==> src/rtl/phase_sincos_pdr.sv <==
`timescale 1ns/1ps
module phase_sincos_pdr #(
  parameter int PH_W     = 16,
  parameter int OUT_W    = 12,
  parameter int N_STATIC = 8,
  parameter int N_DYN    = 5,
  parameter int GUARD    = 4,
  parameter int XF       = 7
) (
  input  logic                    clk,
  input  logic                    rst_n,
  input  logic                    in_valid,
  input  logic [PH_W-1:0]         in_phase,
  output logic                    out_valid,
  output logic signed [OUT_W-1:0] out_i,
  output logic signed [OUT_W-1:0] out_q
);
  localparam int ZW   = PH_W + GUARD;
  localparam int XW   = OUT_W + XF + 1;
  localparam int NST  = N_STATIC + N_DYN;
  localparam int JMAX = ZW - 3;
  localparam int JW   = $clog2(JMAX + 2);
  localparam int AMP  = 2**(OUT_W-1) - 2;
  localparam int SMAX = 2**(OUT_W-1) - 1;

  function automatic logic signed [ZW-1:0] atan_bam(input int j);
    real a;
    a = $atan(2.0 ** (-j)) / 6.283185307179586 * (2.0 ** ZW);
    return ZW'($rtoi(a + 0.5));
  endfunction

  function automatic int start_x();
    real g;
    g = 1.0;
    for (int j = 0; j < N_STATIC; j++) g = g * $sqrt(1.0 + 2.0 ** (-2 * j));
    return $rtoi(AMP * (2.0 ** XF) / g + 0.5);
  endfunction

  function automatic logic signed [OUT_W-1:0] to_out(input logic signed [XW:0] v);
    logic signed [XW:0] t;
    t = (v + (XW+1)'(2**(XF-1))) >>> XF;
    if (t > (XW+1)'(SMAX)) return OUT_W'(SMAX);
    if (t < (XW+1)'(-SMAX)) return OUT_W'(-SMAX);
    return t[OUT_W-1:0];
  endfunction

  localparam logic signed [XW-1:0] X0 = XW'(start_x());

  logic signed [ZW-1:0] ang [0:JMAX+1];
  logic [ZW-1:0]        mid [N_STATIC:JMAX];

  for (genvar k = 0; k <= JMAX + 1; k++) begin : g_ang
    assign ang[k] = atan_bam(k);
  end
  for (genvar k = N_STATIC; k <= JMAX; k++) begin : g_mid
    assign mid[k] = ZW'((ang[k] + ang[k+1]) >>> 1);
  end

  logic signed [XW-1:0] xs [1:NST];
  logic signed [XW-1:0] ys [1:NST];
  logic signed [ZW-1:0] zs [1:NST];
  logic [1:0]           qs [1:NST];
  logic [JW-1:0]        js [1:NST];
  logic                 vs [1:NST];

  for (genvar i = 0; i < NST; i++) begin : g_stage
    logic signed [XW-1:0] xi, yi, xn, yn;
    logic signed [ZW-1:0] zi, zn, da;
    logic [1:0]           qi;
    logic [JW-1:0]        ji, jn, sh;
    logic                 vi, rot;

    if (i == 0) begin : g_head
      assign xi = X0;
      assign yi = '0;
      assign zi = {2'b00, in_phase[PH_W-3:0], {GUARD{1'b0}}};
      assign qi = in_phase[PH_W-1 -: 2];
      assign ji = JW'(N_STATIC - 1);
      assign vi = in_valid;
    end else begin : g_link
      assign xi = xs[i];
      assign yi = ys[i];
      assign zi = zs[i];
      assign qi = qs[i];
      assign ji = js[i];
      assign vi = vs[i];
    end

    if (i < N_STATIC) begin : g_fixed
      assign sh  = JW'(i);
      assign rot = 1'b1;
      assign jn  = ji;
    end else begin : g_dyn
      logic [ZW-1:0] mag;
      logic [JW-1:0] pick;
      logic          hit;
      always_comb begin
        mag  = zi[ZW-1] ? ZW'(-zi) : ZW'(zi);
        pick = ji;
        hit  = 1'b0;
        for (int k = JMAX; k >= N_STATIC; k--) begin
          if (k > int'(ji) && mag >= mid[k]) begin
            pick = JW'(k);
            hit  = 1'b1;
          end
        end
      end
      assign sh  = pick;
      assign rot = hit;
      assign jn  = pick;
    end

    assign da = ang[sh];

    always_comb begin
      xn = xi;
      yn = yi;
      zn = zi;
      if (rot) begin
        if (zi[ZW-1]) begin
          xn = xi + (yi >>> sh);
          yn = yi - (xi >>> sh);
          zn = zi + da;
        end else begin
          xn = xi - (yi >>> sh);
          yn = yi + (xi >>> sh);
          zn = zi - da;
        end
      end
    end

    always_ff @(posedge clk) begin
      xs[i+1] <= xn;
      ys[i+1] <= yn;
      zs[i+1] <= zn;
      qs[i+1] <= qi;
      js[i+1] <= jn;
    end

    always_ff @(posedge clk or negedge rst_n)
      if (!rst_n) vs[i+1] <= 1'b0;
      else        vs[i+1] <= vi;
  end

  logic signed [XW:0] xe, ye, cv, sv;
  assign xe = (XW+1)'(xs[NST]);
  assign ye = (XW+1)'(ys[NST]);

  always_comb begin
    unique case (qs[NST])
      2'd0:    begin cv =  xe; sv =  ye; end
      2'd1:    begin cv = -ye; sv =  xe; end
      2'd2:    begin cv = -xe; sv = -ye; end
      default: begin cv =  ye; sv = -xe; end
    endcase
  end

  always_ff @(posedge clk) begin
    out_i <= to_out(cv);
    out_q <= to_out(sv);
  end

  always_ff @(posedge clk or negedge rst_n)
    if (!rst_n) out_valid <= 1'b0;
    else        out_valid <= vs[NST];
endmodule

==> config.mk <==
export PLATFORM = sky130hd
export DESIGN_NAME = phase_sincos_pdr
export DESIGN_NICKNAME = d
export VERILOG_FILES = /design/src/rtl/phase_sincos_pdr.sv
export SDC_FILE = /design/constraint.sdc
export NUM_CORES = 2
export LEC_CHECK = 0
export BUFFER_PORTS_ARGS = -buffer_cell sky130_fd_sc_hd__buf_2
export CAP_MARGIN = 15
export CORE_MARGIN = 2
export CORE_UTILIZATION = 50
export CTS_BUF_LIST = sky130_fd_sc_hd__clkbuf_4 sky130_fd_sc_hd__clkbuf_8 sky130_fd_sc_hd__clkbuf_16
export CTS_CLUSTER_SIZE = 14
export DETAILED_ROUTE_END_ITERATION = 8
export PLACE_DENSITY = 0.72
export SETUP_SLACK_MARGIN = 0.15
export SLEW_MARGIN = 20
export SYNTH_ARGS = -nofsm -noshare
export SYNTH_HDL_FRONTEND = slang
export SYNTH_SLANG_ARGS = --single-unit
==> constraint.sdc <==
create_clock -name clk -period 8.7 [get_ports clk]
set_input_delay 1.74 -clock clk [delete_from_list [all_inputs] [get_ports clk]]
set_output_delay 1.74 -clock clk [all_outputs]
set_load 0.03 [all_outputs]
; ---- Word level (Yosys, flattened, before mapping)
; Memory sizes are Yosys's and may differ from the RTL's.
; Cells that the tools add are included.
[word_totals]
reg_bits = 38
ram_bits = 871
mem_bits_ro = 3200
in_bits = 19
mem_count = 10
[classes]
n_addsub = 82
order_cmp = 109
n_eq_ne = 2
shifts = 10
n_mux = 182
n_bitwise = 5
reduce_logical = 51
[mem_list]
columns = memory, words, word_bits, rd, rd_clocked_by_memory_dff, wr, line_no
row1 = (no name shown), 32, 20, 1, 0, 0, 113  ; assign da = ang[sh];
row2 = (no name shown), 32, 20, 1, 0, 0, 113
row3 = (no name shown), 32, 20, 1, 0, 0, 113
row4 = (no name shown), 32, 20, 1, 0, 0, 113
row5 = (no name shown), 32, 20, 1, 0, 0, 113
row6 = xs, 13, 20, 13, 0, 13, 59  ; logic signed [XW-1:0] xs [1:NST];
row7 = +4 memories, -, -, -, -, -, -
[ops]
columns = op, count
row1 = two-way mux 20 bit, 66
row2 = adder 20 bit, 15
row3 = subtractor 20 bit, 15
row4 = two-way mux 5 bit, 50
row5 = "greater-or-equal comparator 20 x 3 -> 1 bit, second input constant", 10
row6 = "greater-than comparator 4 x 5 -> 1 bit, first input constant", 40
row7 = >>> shifter 20 x 5 -> 20 bit, 10
row8 = one-hot mux 21 bit (3 select lines), 2
row9 = "greater-or-equal comparator 20 x 1 -> 1 bit, second input constant", 5
row10 = "greater-or-equal comparator 20 x 2 -> 1 bit, second input constant", 5
row11 = "greater-or-equal comparator 20 x 4 -> 1 bit, second input constant", 5
row12 = "greater-or-equal comparator 20 x 5 -> 1 bit, second input constant", 5
row13 = "greater-or-equal comparator 20 x 6 -> 1 bit, second input constant", 5
row14 = "greater-or-equal comparator 20 x 7 -> 1 bit, second input constant", 5
row15 = "greater-or-equal comparator 20 x 8 -> 1 bit, second input constant", 5
row16 = "greater-or-equal comparator 20 x 9 -> 1 bit, second input constant", 5
row17 = negation 20 bit, 5
row18 = two-way mux 12 bit, 8
row19 = two-way mux 1 bit, 56
row20 = "greater-than comparator 5 bit, first input constant", 10
row21 = logical AND 1 bit, 50
row22 = "adder 21 x 8 -> 21 bit, second input constant", 2
row23 = negation 20 -> 21 bit, 2
row24 = adder 20 x 13 -> 20 bit, 2
row25 = other kinds (35), 58

; ---- Longest topological paths before layout
; An unclocked memory read counts as a cell.
[depth]
depth_word = 22
ltp_mapped = 43

; ---- Least setup slack after synthesis
; OpenSTA, ideal clock, no wires.
[synth_path]
kind = flip-flop to flip-flop
start = register zs[0][221] (netlist name)
end = register ys[3][19] (netlist name)
arrival_time_ns = 8.432
slack_ns = 0.139
path_stages_with_launch = 40
path_cell_list = dfxtp_1 clkbuf_1 inv_1 ha_1 nor3b_1 nand2_1 o41ai_1 a21oi_1 or3b_2 nor3_1 o211ai_1 a21oi_1 inv_1 buf_2 buf_2 buf_1 nand3_1 o211ai_1 [... 4 more ...] ha_1 nor2b_1 o21ai_0 a21oi_1 o21ai_0 a21oi_1 o21ai_0 nand2b_1 a21o_1 a311o_1 a31o_2 or4_1 a31o_2 a21oi_1 xnor2_1 nor4b_1 a221oi_1 nand3_1

==> impl_metrics.toml <==
[outcome]
outcome = "completed"

[global_route]
grt_start_max_net_pins = 79
grt_util_met2 = 0.501
gr-max-usage-layer = "met2"
grt_overflow = 0
grt_pass1_wl_um = 345000
use_met3 = 0.0478
antenna_found_initial = 3
grt_use_met1 = 0.389
grt_pass1_vias = 63527
grt_usage = 0.302

[routing]
drt-pass1-iter-count = 8
drt_first_iter_violations = 6030
wl_per_cell_um = 20.3
num_vias = 66134
ant_nets = 0
drcViolationCount = 0
totalWireLength_um = 221000
vias_per_cell = 6.09

[critical_path]
crit_start = "zs[0][187]$_DFF_P_"
cp.required_ps = 9310
endpoint_kind = "flop"
r2r_end = "ys[2][59]$_DFF_P_"
arrival_ps = 8860
critPathSlowestCell = "or4_2"
startpoint_type = "flop"
cp_common_cell = "mux2i_1"
timing.rr.start = "zs[0][187]$_DFF_P_"
cpPeakStageDelay_ps = 790
r2r_cells = 31
worstSetupPathType = "reg -> reg"
crit_fanout = 17
setup.worst_path.end = "ys[2][59]$_DFF_P_"
reg2reg_setup_slack_ps = 440

[die]
die_x_um = 374
die_h_um = 374
dieArea_um2 = 140000
core_um2 = 136000
row_count = 135
initial_utilization = 0.504
io_pins = 44

[synthesis]
async_reset_ff_frac = 0.0188
avgSynthCellArea_um2 = 7.80
ys_ff_latch = 746
ys_seq_area_frac = 0.219
synth.top_cells.by_area = "dfxtp_1 (21%), ha_1 (12%), xnor2_1 (7.5%)"
yosys_warnings = 0
synth_edf_count = 0
yosys_most_used_dff = "dfxtp_1"
yosys.area.top_type = "dfxtp_1"
synth_cell_type_count = 109
netlist_instances = 8773
synth_area_um2 = 68400
synth_top_cell_area_share = 0.214

[finish]
drive_gt1_frac = 0.122
syn_to_final_growth_pct = 13.2
final_common_cell = "nand2_1"
final_core_util = 0.571
nets = 9728
final_cell_mix = "nand2_1 (832), dfxtp_1 (721), a21oi_1 (709)"
num_antenna_cells = 0
fill_cells = 12265

[clock_network]
clock_sinks = 746
cts_root_buf = "clkbuf_16"
numCtsBuffers = 87
clk_pin_slew_ps = 60
cts_buffer_depth = 3
cts_tree = "done"
cts_htree_levels = 3
clk_latency_ps = 730

[sta]
relSlewSlack = 0.267
tightest_slew_ps = 1090
finalCritPeriodShare = 0.949
timing.fmax_ghz = 0.121
setup_tns_ps = 0
fin_worst_skew_ps = 73.4
period_minus_slack_ps = 8260
slew_viol_final = 0
hold_viol = 0
finalSetupViolations = 0

[place]
io_buffers = 43
dpl.hpwl_um = 172000
gp_congestion = 1.02

[min_path]
hp-class = "reg -> reg"

[run]
drv_cap = 0
## cell usage after synthesis, types with 50 or more instances
master	instances
a31oi_1	76
and3_1	63
xnor2_1	588
nor2_1	703
and2_1	62
or3_1	69
o211ai_1	77
nand2_1	836
a21oi_1	762
inv_1	501
xor2_1	307
mux2_2	87
nor4_1	72
o21ai_0	619
nor2b_1	68
dfxtp_1	732
mux2i_1	356
nand3_1	159
buf_1	53
nor3_1	203
o21bai_1	179
a21boi_0	77
o31ai_1	54
nand2b_1	93
a211oi_1	63
clkbuf_1	254
a21o_1	122
ha_1	670
buf_2	50
## state kept, by name (all words and copies together) (netlist names)
name,count
out_q,12
g_stage.vi,12
qs,26
xs,219
zs,222
vs,1
ys,221
js,20
out_i,12
out_valid,1
## cell type report
| class | instances | area (um^2) | area share |
|---|---|---|---|
| well taps | 1781 | 2230 | 0.0288 |
| inverters | 518 | 1950 | 0.0252 |
| clock buffers | 116 | 2460 | 0.0318 |
| clock inverters | 45 | 754 | 0.00974 |
| multi-input cells | 7127 | 50900 | 0.657 |
| flip-flops and latches | 746 | 15000 | 0.194 |
| repair buffers | 531 | 4120 | 0.0532 |
## how the worst min path moves through the flow
stage	startpoint	endpoint	slack (ps)	cells after the start
final	qs[1][6]$_DFF_P_	qs[2][0]$_DFF_P_	280	0
after global routing	qs[1][6]$_DFF_P_	qs[2][0]$_DFF_P_	290	0
after CTS	qs[1][6]$_DFF_P_	qs[2][0]$_DFF_P_	290	0
after detailed placement	qs[1][2]$_DFF_P_	qs[1][4]$_DFF_P_	310	0
after global placement	qs[1][0]$_DFF_P_	qs[1][2]$_DFF_P_	310	0
after floorplan	qs[0][2]$_DFF_P_	qs[0][4]$_DFF_P_	310	0
## worst max-delay path, delay by kind of cell, from the launching register on
kind	cells	cell delay (ps)
flip-flops	1	360
AO/OA/AOI/OAI	15	3250
adder cells (fa/ha/maj)	1	370
buffers and inverters	3	450
AND/OR/NAND/NOR	7	2770
XOR/XNOR	2	320
multiplexers	3	650
## metrics by stage
step / hold WS [ps] / instance area, um^2 / std cells / setup WS (ps)
4_1_cts: 291 / 76200 / 10823 / 128
3_5_place_dp: 312 / 72900 / 10661 / 5.60
3_3_place_gp: 310 / 72900 / 10661 / 169
6_report: 284 / 77500 / 10864 / 443
2_1_floorplan: 310 / 68400 / 8774 / 220
5_1_grt: 294 / 77500 / 10864 / -29.5
## cell families (layout without fill, tap and decap cells)
logic type | after synthesis | after routing | share of synthesized area
mux | 477 | 477 | 0.0771
fa+ha+maj | 698 | 698 | 0.131
compound gates | 2495 | 2495 | 0.230
xor+xnor | 895 | 895 | 0.115
buf+inv | 902 | 1210 | 0.0523
flops | 746 | 746 | 0.219
simple gates | 2559 | 2560 | 0.176
other cells | 1 | 2 | 0.0000548
## what timing repair did
action,in CTS,in global routing
setup endpoints to repair,7,70
hold buffers,0,0
gates cloned,0,4
resized for setup,11,218
endpoints found under the hold margin,0,0
setup buffers,1,37
pin swaps,1,42
## routing by layer
metal  up-vias  wire, um
met3       594     16600
met1     31036     93200
met5         -        15
met2      2647    101000
met4         2     10100
li1      31855         -
Power is left out: the tool's default activity adds up to more than one toggle a clock period on the data nets, which glitch-free logic cannot reach.
